--- config.mk ---
export PLATFORM = sky130hd
export DESIGN_NAME = smul_top
export DESIGN_NICKNAME = d
export VERILOG_FILES = /design/src/rtl/smul_pkg.sv /design/src/rtl/smul_order.sv /design/src/rtl/smul_row.sv /design/src/rtl/smul_top.sv
export SDC_FILE = /design/constraint.sdc
export NUM_CORES = 1
export LEC_CHECK = 0
export BUFFER_PORTS_ARGS = -buffer_cell sky130_fd_sc_hd__buf_2
export CORE_UTILIZATION = 55
export DETAILED_ROUTE_END_ITERATION = 16
export GPL_TIMING_DRIVEN = 0
export PLACE_DENSITY = 0.7
export SLEW_MARGIN = 20
export SYNTH_ARGS = -nofsm -noshare
export SYNTH_HDL_FRONTEND = slang
export SYNTH_SLANG_ARGS = --single-unit
--- constraint.sdc ---
create_clock -name clk -period 4.96 [get_ports clk]
set_input_delay 0.496 -clock clk [delete_from_list [all_inputs] [get_ports clk]]
set_output_delay 0.496 -clock clk [all_outputs]
set_load 0.005 [all_outputs]
--- src/rtl/smul_pkg.sv ---
package smul_pkg;

  // Partial-product choice for one two-bit digit of the narrow operand
  typedef enum logic [2:0] {
    PP_ZERO    = 3'd0,
    PP_ONE     = 3'd1,
    PP_TWO     = 3'd2,
    PP_THREE   = 3'd3,
    PP_NEG_TWO = 3'd4,
    PP_NEG_ONE = 3'd5
  } pp_sel_e;

  localparam int DIGIT_BITS = 2;

  // Number of digit rows for a narrow operand of width w
  function automatic int row_count(input int w);
    return (w + DIGIT_BITS - 1) / DIGIT_BITS;
  endfunction

  // Lower digits are unsigned (0..3); the top digit is signed (-2..1)
  function automatic pp_sel_e digit_decode(input logic [1:0] d, input logic top_row);
    pp_sel_e s;
    unique case (d)
      2'd0: s = PP_ZERO;
      2'd1: s = PP_ONE;
      2'd2: s = top_row ? PP_NEG_TWO : PP_TWO;
      default: s = top_row ? PP_NEG_ONE : PP_THREE;
    endcase
    return s;
  endfunction

endpackage

--- src/rtl/smul_order.sv ---
module smul_order #(
  parameter int A_W = 8,
  parameter int B_W = 12,
  localparam int NW = (A_W < B_W) ? A_W : B_W,
  localparam int WW = (A_W < B_W) ? B_W : A_W
) (
  input  logic [A_W-1:0] op_a,
  input  logic [B_W-1:0] op_b,
  output logic [NW-1:0]  nar,
  output logic [WW-1:0]  wid
);

  generate
    if (A_W <= B_W) begin : g_keep
      assign nar = op_a;
      assign wid = op_b;
    end else begin : g_swap
      assign nar = op_b;
      assign wid = op_a;
    end
  endgenerate

endmodule

--- src/rtl/smul_row.sv ---
module smul_row
  import smul_pkg::*;
#(
  parameter int NW  = 8,
  parameter int WW  = 12,
  parameter int PW  = 8,
  parameter int K   = 0,
  parameter bit TOP = 1'b0,
  localparam int OW = NW + WW,
  localparam int SH = 2 * K
) (
  input  logic          clk,
  input  logic          ce,
  input  logic [PW-1:0] a_in,
  input  logic [WW-1:0] b_in,
  input  logic [OW-1:0] acc_in,
  output logic [PW-1:0] a_out,
  output logic [WW-1:0] b_out,
  output logic [OW-1:0] acc_out
);

  // Shift-and-add selection of the partial product
  function automatic logic [OW-1:0] pick(input pp_sel_e s, input logic [OW-1:0] b);
    logic [OW-1:0] r;
    unique case (s)
      PP_ONE:     r = b;
      PP_TWO:     r = b << 1;
      PP_THREE:   r = b + (b << 1);
      PP_NEG_TWO: r = '0 - (b << 1);
      PP_NEG_ONE: r = '0 - b;
      default:    r = '0;
    endcase
    return r;
  endfunction

  logic [1:0]    digit;
  pp_sel_e       sel;
  logic [OW-1:0] b_ext;
  logic [OW-1:0] row_pp;
  logic [OW-1:0] row_term;

  assign digit    = a_in[SH+1:SH];
  assign sel      = digit_decode(digit, TOP);
  assign b_ext    = OW'($signed(b_in));
  assign row_pp   = pick(sel, b_ext);
  assign row_term = row_pp << SH;

  logic [PW-1:0] a_q   = '0;
  logic [WW-1:0] b_q   = '0;
  logic [OW-1:0] acc_q = '0;

  always_ff @(posedge clk) begin
    if (ce) begin
      a_q   <= a_in;
      b_q   <= b_in;
      acc_q <= acc_in + row_term;
    end
  end

  assign a_out   = a_q;
  assign b_out   = b_q;
  assign acc_out = acc_q;

endmodule

--- src/rtl/smul_top.sv ---
module smul_top
  import smul_pkg::*;
#(
  parameter int A_W = 8,
  parameter int B_W = 12
) (
  input  logic               clk,
  input  logic               ce,
  input  logic [A_W-1:0]     op_a,
  input  logic [B_W-1:0]     op_b,
  output logic [A_W+B_W-1:0] prod
);

  localparam int NW   = (A_W < B_W) ? A_W : B_W;
  localparam int WW   = (A_W < B_W) ? B_W : A_W;
  localparam int OW   = A_W + B_W;
  localparam int ROWS = row_count(NW);
  localparam int PW   = 2 * ROWS;

  logic [NW-1:0] nar_w;
  logic [WW-1:0] wid_w;

  smul_order #(.A_W(A_W), .B_W(B_W)) u_order (
    .op_a (op_a),
    .op_b (op_b),
    .nar  (nar_w),
    .wid  (wid_w)
  );

  // Input stage: narrow operand sign-extended to an even width
  logic [PW-1:0] s0_a = '0;
  logic [WW-1:0] s0_b = '0;

  always_ff @(posedge clk) begin
    if (ce) begin
      s0_a <= PW'($signed(nar_w));
      s0_b <= wid_w;
    end
  end

  logic [PW-1:0] a_c   [0:ROWS];
  logic [WW-1:0] b_c   [0:ROWS];
  logic [OW-1:0] acc_c [0:ROWS];

  assign a_c[0]   = s0_a;
  assign b_c[0]   = s0_b;
  assign acc_c[0] = '0;

  generate
    for (genvar k = 0; k < ROWS; k++) begin : g_row
      smul_row #(
        .NW(NW), .WW(WW), .PW(PW), .K(k), .TOP(k == ROWS - 1)
      ) u_row (
        .clk     (clk),
        .ce      (ce),
        .a_in    (a_c[k]),
        .b_in    (b_c[k]),
        .acc_in  (acc_c[k]),
        .a_out   (a_c[k+1]),
        .b_out   (b_c[k+1]),
        .acc_out (acc_c[k+1])
      );
    end
  endgenerate

  // Named last-stage signals for the checker
  logic [PW-1:0] a_last;
  logic [WW-1:0] b_last;
  logic [OW-1:0] acc_last;

  assign a_last   = a_c[ROWS];
  assign b_last   = b_c[ROWS];
  assign acc_last = acc_c[ROWS];

  logic [OW-1:0] prod_q = '0;

  always_ff @(posedge clk) begin
    if (ce) prod_q <= acc_last;
  end

  assign prod = prod_q;

endmodule

==> results of run 1 <==
cells in the mapped netlist, drive strengths merged (9+ instances only):
| master | number |
|---|---|
| edfxtp | 162 |
| xnor2 | 44 |
| inv | 38 |
| clkbuf | 15 |
| nand2 | 48 |
| xor2 | 18 |
| a211oi | 14 |
| nor3 | 11 |
| a21oi | 38 |
| nor2 | 45 |
| a31oi | 9 |
| ha | 76 |
| a22o | 20 |
| o21ai | 62 |
| nor2b | 16 |
| o21bai | 9 |
| a21o | 18 |
| nand2b | 13 |
| a22oi | 16 |
| o21a | 15 |
flip-flops by register name, indices dropped and copies added (netlist names):
name / flops
g_row.u_row.b_out: 36
g_row.u_row.acc_out: 74
s0_b: 12
g_row.u_row.a_out: 12
s0_a: 8
prod: 20
layer usage:
layer  track usage, %  vias up  routed length, um
li1                 -     3242                  -
met1             20.8     3096               6840
met2             39.9      157               9530
met3             3.08       40                442
met4             11.6        0                583
met5                0        -                  0
worst paths after layout:
kind | endpoint | depth (start not counted)
min | s0_b[3] | 1
max reg2reg | g_row[2].u_row.acc_out[18] | 14
max | g_row[2].u_row.acc_out[18] | 14
min reg2reg | g_row[2].u_row.a_out[7] | 0
metrics by stage:
stage               area (um2)  utilization (%)
floorplan                 9480                -
global placement          9960             59.6
detailed placement       10000             59.9
CTS                      10600             63.4
global route             10600             63.4
finish                   10600             63.4
final cells by class:
| type | instances | area [um2] |
|---|---|---|
| plain buffers | 18 | 70.1 |
| flip-flops and latches | 162 | 4860 |
| repair buffers | 42 | 243 |
| inverters | 39 | 146 |
| fillers | 1304 | 6110 |
| multi-input cells | 592 | 4400 |
| well taps | 220 | 275 |
| clock buffers | 17 | 425 |
| clock inverters | 15 | 170 |
logic make-up after synthesis:
| kind of cell | share of synthesized area, % |
|---|---|
| AO/OA/AOI/OAI | 17.8 |
| AND/OR/NAND/NOR | 9.86 |
| flip-flops | 51.3 |
| adder cells (fa/ha/maj) | 11.3 |
| XOR/XNOR | 5.73 |
| buffers and inverters | 2.28 |
| multiplexers | 1.69 |
worst max-delay path: cells and delay by family (launching register included):
kind | cells | cell delay (ns)
AOI/OAI and AO/OA | 6 | 1.92
xor gates and xnor gates | 1 | 0.15
adders and majority gates | 3 | 1.00
and+or+nand+nor | 4 | 0.36
DFF | 1 | 0.49
report_power, final:
part,internal (mW),switching (mW),leakage (nW)
logic,0.551,0.665,2.24
registers,1.84,0.106,1.59
clock network,0.757,0.559,0.288
total,3.15,1.33,4.12
==> results.yml, run 1 <==
outcome:
  status: "finished clean"
timing:
  period_share_pct: 84.1
  worstMarginPinSlew_ns: 0.766
  setup_viol: 0
  final.min_clock_period_ns: 4.17
  rsz0062_at_grt: "false"
  tns_ns: 0
  worst_hold_slack_ns: 0.241
  fmax_mhz: 240
  max-slew-margin-rel_pct: 48.6
  final.setup.worst_slack_ns: 0.787
  timing.final.hold_violations: 0
  drv_slew: 0
  clock_skew_ns: 0.0104
cts:
  ctsRootBufferMaster: "clkbuf_16"
  cts_buffer_depth: 2
  h-tree-depth: 4
  cts_tree: "done"
  cts_resized: 0
  ctsHoldBuffers: 0
  cts.clk_slew.worst_paths_ns: 0.07
  cts_buffers: 17
  clock_sinks: 162
  clk_latency_ns: 0.42
  postCtsSetupRepairBufs: 0
place:
  routabilityCongestion: 0.898
  place_inst: 1073
  port_buffers: 41
  place_ws_ns: 0.841
  dpl.hpwl_um: 13100
power_and_ir_drop:
  p_leak_nw: 4.12
  p_per_area_nw_per_um2: 423
  vdd.ir_drop.worst_uv: 265
  p_total_mw: 4.48
yosys:
  async_flop_share_pct: 0
  avgSynthCellArea_um2: 11.7
  yosysWarnings: 0
  netlist_instances: 811
  ys_seq_area_share_pct: 51.3
  synth_area_leaders: "edfxtp_1 (51%), ha_1 (10%), xnor2_1 (4.1%)"
  yosysUniqueCellTypes: 64
  ys.flop_type: "edfxtp_1"
  synth_nets: 915
  synth-seq-cells: 162
  synth-edff-count: 162
  synth_top_area_share_pct: 51.3
  syn_area_um2: 9480
  synth.largest_area_cell: "edfxtp_1"
worst_setup_path:
  critical_path.max_stage_delay_ns: 0.49
  r2r-start: "g_row[1].u_row.b_out[1]"
  cp_max_fo: 6
  critical_path_class: "reg -> reg"
  crit_chain: "ha_1 -> fa_1 -> a211oi_1 -> nor2_1 -> o41ai_1 -> o21ai_0 -> a2111o_1 -> nand3_1 -> ha_1 -> nand2_1 -> nand2_1 -> a211o_1 -> o22a_1 -> xor2_1"
  slowest_stage: "edfxtp_1"
  worstPathArrival_ns: 4.35
  cp-end-kind: "flop"
  rrSetupSlack_ns: 0.79
  startpoint_type: "flop"
  cp-startpoint: "g_row[1].u_row.b_out[1]"
  cp.required_ns: 5.14
route:
  ant_nets: 0
  vias: 6535
  drc: 0
  drt_iter0_drc: 305
  dr.pass1.iters: 5
  drt_wl_total_um: 17400
  wire_per_inst_um: 15.7
  viasPerCell: 5.91
finish:
  fin_nets: 976
  instances_no_fill: 1105
  layout.cells.most_common: "edfxtp_1"
  final_cell_mix: "edfxtp_1 (162), ha_1 (76), o21ai_0 (62)"
  drive_gt1_share_pct: 10.3
  synthToLayoutAreaGrowth_pct: 11.7
  diodes: 0
hold_path:
  min_from: "op_b[3]"
  hp-class: "in -> reg"
global_routing:
  grt_max_degree: 96
  grt_pass1_wl_um: 29100
  grt_pass1_vias: 6585
  antenna_found_initial: 0
  grt_usage_pct: 20.6
  gr-total-overflow: 0
floorplan:
  fp.dieH_um: 133
  num_io_pins: 42
  fp.dieW_um: 133
  start_util_pct: 56.8
  die-area_um2: 17800
  rows: 47
  core_um2: 16700
flow_run:
  maxCapViolations: 0
No activity file was read; power rests on OpenSTA's default activity.
==> run 2, diff against run 1 <==
clock period = 4.3 ns   (was 4.96 ns; I/O delays follow)
==> run 2 against run 1 <==
  * Utilization grew 0.10 points
  * Clock skew about the same
  * Critical path depth shrank 1
  * Power increased by 15%
  * Final cell count stayed put
  * Setup slack worse by 0.57 ns
  * Sequential share of layout area fell by 0.076 points
  * Wire length rose by 0.32%
  * Register-to-register slack lost 0.57 ns
  * Fmax rose by 2.2%
==> results.yml, run 2 (synthesis results as in run 1) <==
power_and_ir_drop:
  clkPwrFrac_pct: 29.4
  p_total_mw: 5.17
  p_per_area_nw_per_um2: 487
  p_comb_share_pct: 27.2
  seqPwrFrac_pct: 43.4
  p_leak_nw: 4.13
  p_sw_share_pct: 29.7
  p_int_mw: 3.63
  switchingPower_mw: 1.54
  vdd.ir_drop.worst_uv: 305
finish:
  instances_no_fill: 1105
  drive_gt1_share_pct: 10.6
  final_util_pct: 63.5
  fin_nets: 976
  largest_register_ffs: 74
  synthToLayoutAreaGrowth_pct: 11.9
  layout.cells.most_common: "edfxtp_1"
  diodes: 0
  final_cell_mix: "edfxtp_1 (162), ha_1 (76), o21ai_0 (62)"
  fill_cells: 1302
cts:
  clk_latency_ns: 0.42
  cts_buffer_depth: 2
  cts_resized: 0
  postCtsSetupRepairBufs: 0
  ctsRootBufferMaster: "clkbuf_16"
  cts_tree: "done"
  cts_buffers: 17
  h-tree-depth: 4
  clock_sinks: 162
  ctsHoldBuffers: 0
  cts.clk_slew.worst_paths_ns: 0.07
timing:
  max-slew-margin-rel_pct: 49.0
  worstMarginPinSlew_ns: 0.760
  period_share_pct: 95.0
  worst_hold_slack_ns: 0.176
  final.min_clock_period_ns: 4.08
  drv_slew: 0
  fmax_mhz: 245
  timing.final.hold_violations: 0
  clock_skew_ns: 0.0104
  setup_viol: 0
  final.setup.worst_slack_ns: 0.217
floorplan:
  start_util_pct: 56.8
  fp.dieW_um: 133
  die-area_um2: 17800
  fp.dieH_um: 133
  num_io_pins: 42
  core_um2: 16700
  rows: 47
place:
  routabilityCongestion: 0.898
  place_ws_ns: 0.181
  dpl.hpwl_um: 13100
  port_buffers: 41
  place_inst: 1073
route:
  ant_nets: 0
  dr_wl_met2_um: 9510
  drt_iter0_drc: 281
  viasPerCell: 5.89
  top_layer_used: "met4"
  wl_met1_um: 6930
  drc: 0
  dr.pass1.iters: 5
  wire_per_inst_um: 15.8
  wl_met3_um: 419
  vias: 6510
  drt_wl_total_um: 17500
global_routing:
  grt_pass1_vias: 6585
  gr-total-overflow: 0
  antenna_found_initial: 0
  grt_max_degree: 96
  grt_usage_pct: 20.6
  grt_pass1_wl_um: 29100
worst_setup_path:
  startpoint_type: "flop"
  critical_path_class: "reg -> reg"
  cp-end-kind: "flop"
  cp_max_fo: 8
  worstPathArrival_ns: 4.34
  cp.required_ns: 4.56
outcome:
  status: "finished clean"
flow_run:
  maxCapViolations: 0
hold_path:
  hp-class: "in -> reg"
==> run 2: final cells by class <==
| class | instances | area, um2 | share of cell area (%) |
|---|---|---|---|
| clock buffer | 17 | 425 | 4.01 |
| tap | 220 | 275 | 2.59 |
| timing repair buffer | 42 | 243 | 2.29 |
| multi-input combinational | 592 | 4420 | 41.6 |
| sequential | 162 | 4860 | 45.8 |
| inverter | 39 | 146 | 1.38 |
| clock inverter | 15 | 170 | 1.60 |
| buffer | 18 | 70.1 | 0.660 |
==> run 2: stage by stage <==
| step | setup TNS (ns) | instance area [um2] |
|---|---|---|
| 4_1_cts | 0 | 10600 |
| 3_3_place_gp | 0 | 9960 |
| 5_1_grt | -0.0175 | 10600 |
| 3_5_place_dp | 0 | 10000 |
| 2_1_floorplan | 0 | 9480 |
| 6_report | 0 | 10600 |
==> run 2: metal layers <==
metal	up-vias	track usage (%)
met3	40	3.08
li1	3234	-
met2	144	39.9
met5	-	0
met4	0	11.6
met1	3092	20.8
==> run 2: critical path, cell delays in order, from the launching register on <==
cell,delay [ns]
edfxtp_1,0.49
ha_1,0.33
a21o_1,0.11
a21o_1,0.17
nand2_1,0.07
a311oi_1,0.68
mux2i_1,0.28
nand2_1,0.08
ha_1,0.28
clkbuf_1,0.20
nor2b_1,0.19
a311o_1,0.40
or4b_1,0.53
o211ai_1,0.12
==> run 2: power groups by stage <==
stage	Combinational, mW	Clock, mW	Sequential (mW)
finish	1.41	1.52	2.24
global route	1.57	1.61	2.27
CTS	1.40	1.55	2.25
detailed placement	1.39	0	2.28
global placement	1.33	0	2.27
floorplan	1.07	0	2.23
==> run 2: final timing paths <==
kind | cells after the start | slack [ns] | endpoint | startpoint
max | 13 | 0.22 | g_row[1].u_row.acc_out[15] | g_row[0].u_row.b_out[1]
min | 1 | 0.18 | s0_b[3] | op_b[3]
max reg2reg | 13 | 0.22 | g_row[1].u_row.acc_out[15] | g_row[0].u_row.b_out[1]
min reg2reg | 0 | 0.42 | g_row[2].u_row.a_out[7] | g_row[1].u_row.a_out[7]
